[src/rtl/stk_pkg.sv]
package stk_pkg;
  typedef enum logic [1:0] {OP_PUSH = 2'd0, OP_POP = 2'd1, OP_CALL = 2'd2, OP_RET = 2'd3} stk_op_e;
  typedef enum logic [1:0] {ST_IDLE, ST_ADJ, ST_MEM, ST_DONE} stk_state_e;
  localparam int unsigned WORD_BYTES = 4;
endpackage

[src/rtl/stk_ctrl.sv]
module stk_ctrl import stk_pkg::*; (
  input  logic       clk_i,
  input  logic       rst_ni,
  input  logic       req_i,
  input  logic       mem_ready_i,
  output stk_state_e state_o,
  output logic       accept_o,
  output logic       adj_o,
  output logic       fire_o
);
  stk_state_e state_q, state_d;

  assign accept_o = req_i && (state_q == ST_IDLE);
  assign adj_o    = (state_q == ST_ADJ);
  assign fire_o   = (state_q == ST_MEM) && mem_ready_i;
  assign state_o  = state_q;

  always_comb begin
    state_d = state_q;
    unique case (state_q)
      ST_IDLE: if (req_i) state_d = ST_ADJ;
      ST_ADJ:  state_d = ST_MEM;
      ST_MEM:  if (mem_ready_i) state_d = ST_DONE;
      ST_DONE: state_d = ST_IDLE;
      default: state_d = ST_IDLE;
    endcase
  end

  always_ff @(posedge clk_i or negedge rst_ni)
    if (!rst_ni) state_q <= ST_IDLE;
    else         state_q <= state_d;
endmodule

[src/rtl/stk_ptr.sv]
module stk_ptr #(
  parameter int unsigned     WORD_W    = 32,
  parameter int unsigned     STEP      = 4,
  parameter logic [WORD_W-1:0] STACK_TOP = '0
) (
  input  logic              clk_i,
  input  logic              rst_ni,
  input  logic              dec_i,
  input  logic              inc_i,
  output logic [WORD_W-1:0] sp_o
);
  localparam logic [WORD_W-1:0] StepW = WORD_W'(STEP);
  logic [WORD_W-1:0] sp_q;

  always_ff @(posedge clk_i or negedge rst_ni)
    if (!rst_ni)    sp_q <= STACK_TOP;
    else if (dec_i) sp_q <= sp_q - StepW;
    else if (inc_i) sp_q <= sp_q + StepW;

  assign sp_o = sp_q;
endmodule

[src/rtl/stk_pc.sv]
module stk_pc #(
  parameter int unsigned       WORD_W   = 32,
  parameter logic [WORD_W-1:0] RESET_PC = '0
) (
  input  logic              clk_i,
  input  logic              rst_ni,
  input  logic              load_i,
  input  logic [WORD_W-1:0] load_val_i,
  output logic [WORD_W-1:0] pc_o
);
  logic [WORD_W-1:0] pc_q;

  always_ff @(posedge clk_i or negedge rst_ni)
    if (!rst_ni)     pc_q <= RESET_PC;
    else if (load_i) pc_q <= load_val_i;

  assign pc_o = pc_q;
endmodule

[src/rtl/stack_call_unit.sv]
module stack_call_unit import stk_pkg::*; #(
  parameter int unsigned       WORD_W    = 32,
  parameter int unsigned       LEN_W     = 4,
  parameter logic [WORD_W-1:0] STACK_TOP = 'h1000,
  parameter logic [WORD_W-1:0] RESET_PC  = '0
) (
  input  logic              clk_i,
  input  logic              rst_ni,
  input  logic              req_i,
  input  logic [1:0]        op_i,
  input  logic [WORD_W-1:0] reg_val_i,
  input  logic [WORD_W-1:0] target_i,
  input  logic [LEN_W-1:0]  ilen_i,
  output logic              busy_o,
  output logic              done_o,
  output logic [WORD_W-1:0] pop_val_o,
  output logic [WORD_W-1:0] sp_o,
  output logic [WORD_W-1:0] pc_o,
  output logic              mem_req_o,
  output logic              mem_we_o,
  output logic [WORD_W-1:0] mem_addr_o,
  output logic [WORD_W-1:0] mem_wdata_o,
  input  logic [WORD_W-1:0] mem_rdata_i,
  input  logic              mem_ready_i
);
  stk_state_e        state;
  logic              accept, adj, fire;
  stk_op_e           op_q;
  logic [WORD_W-1:0] payload_q, target_q, pop_q;
  logic              is_wr, pc_load;
  logic [WORD_W-1:0] pc_next;

  stk_ctrl u_ctrl (
    .clk_i       (clk_i),
    .rst_ni      (rst_ni),
    .req_i       (req_i),
    .mem_ready_i (mem_ready_i),
    .state_o     (state),
    .accept_o    (accept),
    .adj_o       (adj),
    .fire_o      (fire)
  );

  // writers adjust before the access, readers after it
  assign is_wr = (op_q == OP_PUSH) || (op_q == OP_CALL);

  stk_ptr #(.WORD_W(WORD_W), .STEP(WORD_BYTES), .STACK_TOP(STACK_TOP)) u_sp (
    .clk_i  (clk_i),
    .rst_ni (rst_ni),
    .dec_i  (adj && is_wr),
    .inc_i  (fire && !is_wr),
    .sp_o   (sp_o)
  );

  assign pc_load = fire && ((op_q == OP_CALL) || (op_q == OP_RET));
  assign pc_next = (op_q == OP_RET) ? mem_rdata_i : target_q;

  stk_pc #(.WORD_W(WORD_W), .RESET_PC(RESET_PC)) u_pc (
    .clk_i      (clk_i),
    .rst_ni     (rst_ni),
    .load_i     (pc_load),
    .load_val_i (pc_next),
    .pc_o       (pc_o)
  );

  always_ff @(posedge clk_i or negedge rst_ni)
    if (!rst_ni) begin
      op_q      <= OP_PUSH;
      payload_q <= '0;
      target_q  <= '0;
    end else if (accept) begin
      op_q      <= stk_op_e'(op_i);
      payload_q <= (stk_op_e'(op_i) == OP_CALL) ? pc_o + WORD_W'(ilen_i) : reg_val_i;
      target_q  <= target_i;
    end

  always_ff @(posedge clk_i or negedge rst_ni)
    if (!rst_ni)                     pop_q <= '0;
    else if (fire && op_q == OP_POP) pop_q <= mem_rdata_i;

  assign busy_o      = (state != ST_IDLE);
  assign done_o      = (state == ST_DONE);
  assign mem_req_o   = (state == ST_MEM);
  assign mem_we_o    = mem_req_o && is_wr;
  assign mem_addr_o  = sp_o;
  assign mem_wdata_o = payload_q;
  assign pop_val_o   = pop_q;
endmodule

[config.mk]
export PLATFORM = sky130hd
export DESIGN_NAME = stack_call_unit
export DESIGN_NICKNAME = d
export VERILOG_FILES = /design/src/rtl/stk_pkg.sv /design/src/rtl/stk_ctrl.sv /design/src/rtl/stk_ptr.sv /design/src/rtl/stk_pc.sv /design/src/rtl/stack_call_unit.sv
export SDC_FILE = /design/constraint.sdc
export NUM_CORES = 1
export LEC_CHECK = 0
export ABC_AREA = 1
export BUFFER_PORTS_ARGS = -buffer_cell sky130_fd_sc_hd__buf_2
export CAP_MARGIN = 20
export CORE_ASPECT_RATIO = 1.2
export CORE_MARGIN = 3
export CORE_UTILIZATION = 54
export CTS_CLUSTER_SIZE = 30
export DETAILED_ROUTE_END_ITERATION = 10
export PLACE_DENSITY_LB_ADDON = 0.3
export SYNTH_ARGS = -nofsm -noshare
export SYNTH_HDL_FRONTEND = slang
export SYNTH_HIERARCHICAL = 1
export SYNTH_SLANG_ARGS = --single-unit
[constraint.sdc]
create_clock -name clk_i -period 4 [get_ports clk_i]
set_clock_uncertainty 0.1 [all_clocks]
set_input_delay 0.8 -clock clk_i [delete_from_list [all_inputs] [get_ports clk_i]]
set_output_delay 0.8 -clock clk_i [all_outputs]
set_load 0.05 [all_outputs]
==> flow_summary_export.csv <==
group,metric,value,unit
outcome,status,"complete, no violations",
route,drt-total-wl,30.7,mm
synth,synth_top_area_share,0.386,
die,die_h,158,um
timing,post-route-period-util,0.738,
clock_network,cts_tree,"built",
timing,setup_viol,0,
worst_hold_path,hold_path_class,"input port to asynchronous set/reset pin",
route,ant_nets,0,
final_layout,stdcell_count,2034,
synth,synth_edf_count,0,
setup_path,rr_endpoint,"u_sp/sp_o[29]$_DFFE_PN0P_",
synth,synthesis.instances,1547,
route,viasPerCell,5.10,
die,die_width,133,um
global_routing,grt_util_met3,0.0394,
global_routing,grt.met1_usage,0.333,
synth,yosysUniqueCellTypes,40,
placed_design,gp_congestion,1.06,
final_layout,fillers,1769,
final_layout,seq_area,4060,um2
setup_path,crit_path_max_incr_delay,0.43,ns
die,placeableCoreArea,18900,um2
route,drc,0,
final_layout,multi_input_area,5240,um2
clock_network,postCtsSetupRepairBufs,0,
power,powerDensity,948,nW/um2
setup_path,path_depth,14,
setup_path,crit_path_start_kind,"flip-flop",
clock_network,clock_sink_count,162,
timing,drv_slew,0,
synth,synth-seq-cells,162,
setup_path,cp-end-kind,"flip-flop",
setup_path,r2r_slack,1.05,ns
clock_network,clockRootBuffer,"clkbuf_16",
global_routing,use_met2,0.519,
setup_path,cp.required,4.20,ns
placed_design,dp_cells,2000,
job,cap_violations,0,
power,peakVddDrop,0.574,mV
global_routing,antenna_found_initial,3,
clock_network,htree_levels,4,
timing,fmaxAchievable,0.339,GHz
route,dr.pass1.iters,7,
route,via_count,10400,
die,rows,55,
setup_path,crit_family,"simple AND/OR/NAND/NOR gates",
placed_design,placed_area,11700,um2
global_routing,grt_pass1_vias,9936,
final_layout,design_area,12300,um2
clock_network,insertion_delay,0.43,ns
global_routing,grtUsageTotal,0.286,
global_routing,grt_pass1_wl,48.1,mm
global_routing,grt_max_degree,69,
synth,yosysTopAreaCell,"dfrtp_1",
synth,postSynth.asyncResetShare,1.00,
route,avgRoutedWirePerCell,15.1,um
placed_design,port_buffers,265,
setup_path,crit_fanout,31,
final_layout,final_common_cell,"nand2_1",
placed_design,hpwl,23.5,mm
setup_path,cp.arrival,3.16,ns
timing,hold_viol_final,0,
synth,syn_area,10400,um2
synth,ys_seq_area_frac,0.389,
synth,synthTopCellsByArea,"dfrtp_1, nand2_1, inv_1",
setup_path,r2r-start,"u_ctrl/state_o[1]$_DFFE_PN0P_",
final_layout,fin_nets,1906,
setup_path,crit_buf_inv,4,
final_layout,drive_gt1_frac,0.198,
timing,period_minus_slack,2.95,ns
timing,worstMarginPinSlew,1.00,ns
power,p_leak,7.08,nW
clock_network,clock_path_buffers,2,
final_layout,final_cell_mix,"nand2_1, buf_2, inv_1",
global_routing,top_usage_layer,"met2",
final_layout,area_growth,18.3,%
die,start_util,0.551,
route,drt_iter0_markers,612,
global_routing,grt-ovfl-total,0,
die,io_pins,270,
timing,totalNegativeSetupSlack,0,ns
timing,rsz0062_at_grt,"false",
final_layout,final_util,0.652,
setup_path,critPathSlowestCell,"dfrtp_1",
timing,relSlewSlack,0.329,
clock_network,cts.hold.buffers_added,0,
synth,yosys_warnings,6,
clock_network,clk_pin_slew,0.07,ns
synth,syn_area_per_cell,6.74,um2
synth,synth-main-ff-cell,"dfrtp_1",
clock_network,cts-resized-gates,0,
die,die-area,21000,um2
setup_path,rr_worst_depth,14,
clock_network,cts_made_buffers,17,
setup_path,worstSetupPathType,"flip-flop to flip-flop",
setup_path,path_cells,"inv_1 > ha_1 > inv_1 > nor2_2 > buf_4 > ha_1 > nand2_1 > inv_1 > a21oi_1 > nand3_1 > nand2_1 > nand3_1 > nand3_1 > nand2_1",
==> cell families (layout without fill, tap and decap cells) <==
group,after synthesis,in the layout,synth area share
simple gates,932,932,0.364
flops,162,162,0.389
buf+inv,246,474,0.111
fa+ha+maj,37,37,0.0458
compound gates,152,152,0.0760
other cells,1,4,0.000360
xor+xnor,17,17,0.0143
==> report_power, final <==
group          switching, mW  internal, mW
registers              0.672          2.38
logic                   5.07          1.72
clock network          0.728          1.13
==> worst reg2reg max path, stage by stage (launching register included) <==
cell     delay (ns)
dfrtp_1        0.43
inv_1          0.11
ha_1           0.14
inv_1          0.04
nor2_2         0.07
buf_4          0.37
ha_1           0.40
nand2_1        0.14
inv_1          0.05
a21oi_1        0.32
nand3_1        0.26
nand2_1        0.14
nand3_1        0.08
nand3_1        0.09
nand2_1        0.08
==> per-stage QoR <==
stage | hold WS, ns | worst slack (ns) | total power [mW]
detailed placement | 0.359 | 1.15 | 9.82
finish | 0.272 | 1.05 | 11.7
CTS | 0.294 | 1.13 | 11.7
floorplan | 0.342 | 0.689 | 8.31
global route | 0.324 | 0.869 | 12.5
global placement | 0.354 | 1.24 | 9.72
==> sequential cells by signal, summed over array words and instances (netlist names) <==
register        flops
target_q           32
mem_wdata_o        32
pop_val_o          32
op_q                2
u_pc/pc_o          32
u_sp/sp_o          30
u_ctrl/state_o      2
==> worst max-delay path by stage <==
stage / end / slack [ns] / start
floorplan: u_sp/sp_o[29]$_DFFE_PN0P_ / 0.69 / u_ctrl/state_o[1]$_DFFE_PN0P_
global placement: u_sp/sp_o[21]$_DFFE_PN0P_ / 1.24 / u_ctrl/state_o[1]$_DFFE_PN0P_
detailed placement: u_sp/sp_o[29]$_DFFE_PN0P_ / 1.15 / u_ctrl/state_o[1]$_DFFE_PN0P_
CTS: u_sp/sp_o[29]$_DFFE_PN0P_ / 1.13 / u_ctrl/state_o[1]$_DFFE_PN0P_
global route: u_sp/sp_o[29]$_DFFE_PN0P_ / 0.87 / u_ctrl/state_o[1]$_DFFE_PN0P_
finish: u_sp/sp_o[29]$_DFFE_PN0P_ / 1.05 / u_ctrl/state_o[1]$_DFFE_PN0P_
==> routing by layer <==
metal | share of wire | vias up
li1 | - | 5214
met1 | 0.40 | 4709
met2 | 0.51 | 365
met3 | 0.053 | 85
met4 | 0.045 | 2
met5 | 0.00023 | -
==> cell type report <==
cell class / count / share of cell area
Clock buffer: 17 / 0.0345
Timing Repair Buffer: 274 / 0.114
Clock inverter: 15 / 0.0199
Multi-Input combinational cell: 1140 / 0.424
Antenna cell: 2 / 0.000406
Tap cell: 256 / 0.0260
Inverter: 168 / 0.0517
Sequential cell: 162 / 0.329
==> cell usage after synthesis, types with 4 or more instances <==
cell / number
a21oi_1: 36
buf_4: 36
buf_6: 5
clkbuf_1: 31
dfrtp_1: 161
ha_1: 35
inv_1: 164
nand2_1: 656
nand2_2: 20
nand3_1: 84
nand3b_1: 11
nand4_1: 9
nor2_1: 132
nor2_2: 6
o21ai_0: 92
o21ai_1: 14
o21bai_1: 4
xnor2_1: 12
xor2_1: 5
No activity file was read; power rests on OpenSTA's default activity.
